===== config.mk =====
export PLATFORM = sky130hd
export DESIGN_NAME = pk_packer
export DESIGN_NICKNAME = d
export VERILOG_FILES = /design/src/rtl/pk_pack_pkg.sv /design/src/rtl/pk_lane_acc.sv /design/src/rtl/pk_out_reg.sv /design/src/rtl/pk_pkt_ctl.sv /design/src/rtl/pk_packer.sv
export SDC_FILE = /design/constraint.sdc
export NUM_CORES = 1
export LEC_CHECK = 0
export ABC_AREA = 1
export CAP_MARGIN = 20
export CORE_ASPECT_RATIO = 1.25
export CORE_UTILIZATION = 53
export DETAILED_ROUTE_END_ITERATION = 6
export PLACE_DENSITY = 0.79
export SYNTH_ARGS = -nofsm -noshare
export SYNTH_HDL_FRONTEND = slang
export SYNTH_SLANG_ARGS = --single-unit

===== constraint.sdc =====
create_clock -name clk -period 1.9 [get_ports clk]
set_input_delay 0.285 -clock clk [delete_from_list [all_inputs] [get_ports clk]]
set_output_delay 0.285 -clock clk [all_outputs]
set_load 0.05 [all_outputs]

===== src/rtl/pk_pack_pkg.sv =====
package pk_pack_pkg;
  localparam int MEM_W = 64;

  function automatic int lane_bits(input int lanes);
    return (lanes > 1) ? $clog2(lanes) : 1;
  endfunction
endpackage


===== src/rtl/pk_lane_acc.sv =====
module pk_lane_acc #(
  parameter int IN_W   = 16,
  parameter int MEM_W  = 64,
  parameter int LANES  = 4,
  parameter int LANE_W = 2
) (
  input  logic             clk,
  input  logic             rst,
  input  logic             wr_en,
  input  logic [IN_W-1:0]  wr_data,
  input  logic             drain,
  output logic [MEM_W-1:0] word_nxt,
  output logic             last_lane,
  output logic             empty
);
  logic [LANE_W-1:0] lane;
  logic [MEM_W-1:0]  acc;

  // one write port per lane, picked by the lane pointer
  for (genvar g = 0; g < LANES; g++) begin : g_lane
    assign word_nxt[g*IN_W +: IN_W] =
      (wr_en && lane == LANE_W'(g)) ? wr_data : acc[g*IN_W +: IN_W];
  end

  assign last_lane = (lane == LANE_W'(LANES - 1));
  assign empty     = (lane == '0);

  always_ff @(posedge clk) begin
    if (rst) begin
      lane <= '0;
      acc  <= '0;
    end else if (drain || (wr_en && last_lane)) begin
      lane <= '0;
      acc  <= '0;
    end else if (wr_en) begin
      lane <= lane + 1'b1;
      acc  <= word_nxt;
    end
  end

  assert_lane_wrap_R3: assert property (@(posedge clk) disable iff (rst)
    wr_en && last_lane |=> empty);
  assert_no_write_on_drain_R5: assert property (@(posedge clk) disable iff (rst)
    !(drain && wr_en));
endmodule


===== src/rtl/pk_out_reg.sv =====
module pk_out_reg #(
  parameter int W = 64
) (
  input  logic         clk,
  input  logic         rst,
  input  logic         load,
  input  logic [W-1:0] load_data,
  input  logic         out_ready,
  output logic         out_valid,
  output logic [W-1:0] out_data,
  output logic         free
);
  assign free = !out_valid || out_ready;

  always_ff @(posedge clk) begin
    if (rst) begin
      out_valid <= 1'b0;
      out_data  <= '0;
    end else if (load) begin
      out_valid <= 1'b1;
      out_data  <= load_data;
    end else if (out_ready) begin
      out_valid <= 1'b0;
    end
  end

  assert_hold_stable_R4: assert property (@(posedge clk) disable iff (rst)
    out_valid && !out_ready |=> out_valid && $stable(out_data));
  assert_load_when_free_R4: assert property (@(posedge clk) disable iff (rst)
    load |-> !out_valid || out_ready);
endmodule


===== src/rtl/pk_pkt_ctl.sv =====
module pk_pkt_ctl #(
  parameter int MIN_WORDS = 32,
  parameter int CNT_W     = 6
) (
  input  logic clk,
  input  logic rst,
  input  logic flush,
  input  logic out_free,
  input  logic acc_empty,
  input  logic load,
  output logic flush_pend,
  output logic flush_go,
  output logic sealed,
  output logic short_pkt
);
  logic [CNT_W-1:0] cnt;
  logic [CNT_W:0]   final_cnt;

  assign flush_go  = flush_pend && out_free;
  assign final_cnt = {1'b0, cnt} + (acc_empty ? (CNT_W+1)'(0) : (CNT_W+1)'(1));

  always_ff @(posedge clk) begin
    if (rst) begin
      cnt        <= '0;
      flush_pend <= 1'b0;
      sealed     <= 1'b0;
      short_pkt  <= 1'b0;
    end else begin
      if (load && cnt < CNT_W'(MIN_WORDS))
        cnt <= cnt + 1'b1;
      if (flush_go) begin
        flush_pend <= 1'b0;
        sealed     <= 1'b1;
        short_pkt  <= (final_cnt < (CNT_W+1)'(MIN_WORDS));
      end else if (flush && !sealed) begin
        flush_pend <= 1'b1;
      end
    end
  end

  assert_seal_sticky_R7: assert property (@(posedge clk) disable iff (rst)
    sealed |=> sealed);
  assert_short_needs_seal_R8: assert property (@(posedge clk) disable iff (rst)
    short_pkt |-> sealed);
  assert_count_capped_R8: assert property (@(posedge clk) disable iff (rst)
    cnt <= CNT_W'(MIN_WORDS));
endmodule


===== src/rtl/pk_packer.sv =====
module pk_packer
  import pk_pack_pkg::*;
#(
  parameter int IN_W      = 16,
  parameter int MIN_WORDS = 32
) (
  input  logic             clk,
  input  logic             rst,
  input  logic             in_req,
  input  logic [IN_W-1:0]  in_data,
  output logic             in_ack,
  input  logic             flush,
  output logic             out_valid,
  output logic [MEM_W-1:0] out_data,
  input  logic             out_ready,
  output logic             short_pkt
);
  localparam int LANES  = MEM_W / IN_W;
  localparam int LANE_W = lane_bits(LANES);
  localparam int CNT_W  = $clog2(MIN_WORDS + 1);

  logic             out_free, sealed, flush_pend, flush_go;
  logic             acc_empty, last_lane;
  logic             xfer, full_emit, flush_emit, load;
  logic [MEM_W-1:0] word_nxt;

  assign in_ack     = !sealed && !flush_pend && out_free;
  assign xfer       = in_req && in_ack;
  assign full_emit  = xfer && last_lane;
  assign flush_emit = flush_go && !acc_empty;
  assign load       = full_emit || flush_emit;

  pk_lane_acc #(
    .IN_W(IN_W), .MEM_W(MEM_W), .LANES(LANES), .LANE_W(LANE_W)
  ) i_acc (
    .clk(clk), .rst(rst), .wr_en(xfer), .wr_data(in_data),
    .drain(flush_go), .word_nxt(word_nxt), .last_lane(last_lane),
    .empty(acc_empty)
  );

  pk_out_reg #(.W(MEM_W)) i_out (
    .clk(clk), .rst(rst), .load(load), .load_data(word_nxt),
    .out_ready(out_ready), .out_valid(out_valid), .out_data(out_data),
    .free(out_free)
  );

  pk_pkt_ctl #(.MIN_WORDS(MIN_WORDS), .CNT_W(CNT_W)) i_ctl (
    .clk(clk), .rst(rst), .flush(flush), .out_free(out_free),
    .acc_empty(acc_empty), .load(load), .flush_pend(flush_pend),
    .flush_go(flush_go), .sealed(sealed), .short_pkt(short_pkt)
  );

  assert_stall_blocks_ack_R4: assert property (@(posedge clk) disable iff (rst)
    out_valid && !out_ready |-> !in_ack);
  assert_quiet_after_seal_R7: assert property (@(posedge clk) disable iff (rst)
    sealed && !out_valid |=> !out_valid);
endmodule


==> results.md <==
- Status: finished, final reports clean
- # setup viols final: 0
- Peak supply drop: 650 uV
- Latest clock arrival within the worst-skew pair: 410 ps
- Mapped Avg Cell Area: 7.62 um^2
- Multi-input logic area: 0.00226 mm^2
- ANT nets after route: 0
- Synth Register Bits: 140
- Syn nets: 736
- Largest net degree at the start of global routing: 71
- DR top layer: met4
- Commonest non-fill, non-tap cell in the layout: nand2_1
- PwrDens: 1080 mW/mm^2
- Crit path largest cell delay: 810 ps
- Crit path required time: 1620 ps
- First-pass GRT wire length: 22.8 mm
- Met3 WL: 895 um
- Share of cells above drive strength 1: 0.0719
- Clock-pin slew on the worst setup and hold paths: 50 ps
- Startpoint types: flip-flop
- Yosys top cell by area: dfxtp_1
- Critical Path Slowest Stage Cell: clkdlybuf4s50_1
- CTS Buf Count: 17
- RSZ-0062 raised after global routing: false
- Met1 wire length: 5.36 mm
- Tmin final: 1870 ps
- Worst reg2reg path endpoint: i_ctl.cnt[0]
- Largest cells by area after synthesis: dfxtp_1 (52%), nand2_1 (15%), nor2_1 (9.6%)
- Die height: 115 um
- RD Place Congestion: 0.864
- I/O Buffers: 87
- Worst Reg-to-Reg Cells: 9
- Final WS setup: 33.2 ps
- Inserted Diodes: 0
- Hold Slack: 472 ps
- Final Cycle Share: 0.983
- Worst slew pin tran: 535 ps
- Vias in the first global route: 4801
- Worst relative slew slack: 0.642
- Io pins: 88
- Die width: 92.4 um
- Synth top area share: 0.518
- Pre-CTS WS: 11.4 ps
- Root Driver: clkbuf_16
- Post-Route Setup TNS: 0 ps
- R2r startpoint: i_acc.lane[0]
- Net count, final: 821
- Maxcap violations: 0
- CORE AREA: 0.00976 mm^2
- Crit-path leading delay family: buffers and inverters
- Final hold vios: 0
- Post-cts resize count: 0
- Data arrival time of the critical path: 1580 ps
- Crit path depth: 1
- Pwr Total: 7.53 mW
- CP Cell Sequence: clkdlybuf4s50_1
- Mapped Cells: 710
- Total clock sinks: 140
- Final slew viol count: 0
- Top achievable clock speed: 536 MHz
- Initial DRC count: 299
- Bufs on Longest Clock Path: 2
- Area Overhead vs Synth: 29.3%
- # H-tree levels: 4
- Register area: 0.00280 mm^2
- Pleak: 3.10 nW
- CP endpoint: out_data[18]
- DR vias/cell: 5.35
- HPWL after DPL: 8.88 mm
- Pre-antenna DRT Iters: 5
- Final global-route overflow total: 0
- Met2 wire length: 7.11 mm
- Drt total wl: 13.9 mm
- Cts hold-fix bufs: 0
- Area of the mapped netlist: 0.00541 mm^2
- Hold Crit Class: flip-flop to flip-flop
- Placed cell area: 0.00637 mm^2
- CP max FO: 2
- Die area: 0.0106 mm^2
- GR Util All Layers: 0.279
- Number of design rule violations left after detail routing: 0
- Non-filler cells, final: 933
- DR WL/cell: 15.0 um
- Synth Warn #: 0
- Via Count: 4993
- Crit Path Class: flip-flop to primary output
- Starting density of the core: 0.554
- CP startpoint: i_out.out_data[18]
- Seq/Total Area, Yosys: 0.518
- Yosys cell types: 23
- Worst clock skew: 5.23 ps
- Worst path bufs/invs: 1
- Fillers: 759
- Reg2Reg Setup Slack: 160 ps
- Placed cells: 902
- Final core occ: 0.716
- Setup bufs post-CTS: 0
- Final instance area: 0.00699 mm^2
- Critical path endpoint category: primary output
- Row count: 40
- TritonCTS clock tree: yes
- Antenna violations before repair: 0
- Most frequent cells in the layout: nand2_1 (211), dfxtp_1 (140), nor2_1 (139)
[cell usage after synthesis]
library cell	instances
a21oi_2	1
nand3_1	7
buf_6	15
dfxtp_1	140
a21oi_1	73
inv_2	1
nand2_2	1
ha_1	5
nand2_4	1
buf_12	1
nor2_1	139
buf_4	1
nor2_4	5
nor3_1	2
nand2_1	212
nand4_1	3
inv_1	16
clkbuf_1	8
o21ai_0	37
nand4_4	1
nand3_4	1
buf_2	12
o21ai_1	28
[worst min path at each step]
stage                     from               to  slack, ps  cells after the start
5_1_grt        i_ctl.short_pkt  i_ctl.short_pkt        490                      2
6_report         i_acc.acc[32]    i_acc.acc[32]        470                      2
3_5_place_dp   i_ctl.short_pkt  i_ctl.short_pkt        460                      2
3_3_place_gp   i_ctl.short_pkt  i_ctl.short_pkt        450                      2
4_1_cts        i_ctl.short_pkt  i_ctl.short_pkt        470                      2
2_1_floorplan              rst     i_ctl.cnt[5]        350                      1
[kinds of logic (layout without fill, tap and decap cells)]
family | Yosys count | count (layout) | synth area share
and+or+nand+nor | 372 | 372 | 0.276
DFF | 140 | 140 | 0.518
AOI/OAI and AO/OA | 139 | 139 | 0.129
buffers and inverters | 54 | 151 | 0.0648
adders and majority gates | 5 | 5 | 0.0116
[registers in the layout (all words and copies together), names as in the netlist]
register and flops:
i_acc.acc 64, i_ctl.cnt 6, i_ctl.sealed 1, i_acc.lane 2
i_ctl.flush_pend 1, i_out.out_data 64, i_ctl.short_pkt 1, i_out.out_valid 1
[area by class of cell]
type | instances | share of cell area
Clock buffer | 25 | 0.0723
Clock inverter | 6 | 0.0154
Inverter | 17 | 0.00913
Multi-Input combinational cell | 516 | 0.323
Sequential cell | 140 | 0.401
Tap cell | 126 | 0.0225
Timing Repair Buffer | 103 | 0.157
[worst register-to-register path, delay by kind of cell, from the launching register on]
kind	cells	cell delay, ps
flops	1	400
simple gates	5	490
fa+ha+maj	1	230
buf+inv	3	530
[per-layer routing]
layer  global-route usage  up-vias
met1                0.323     2330
met3               0.0622       49
met4                0.138        0
met5                    0        -
li1                     -     2433
met2                0.484      181
[power breakdown]
group	internal, mW	leakage (nW)	total [mW]	switching, mW
clock	2.23	0.299	3.39	1.16
sequential	3.06	1.13	3.12	0.0632
combinational	0.335	1.67	1.02	0.681
(Power assumes the default switching activity.)
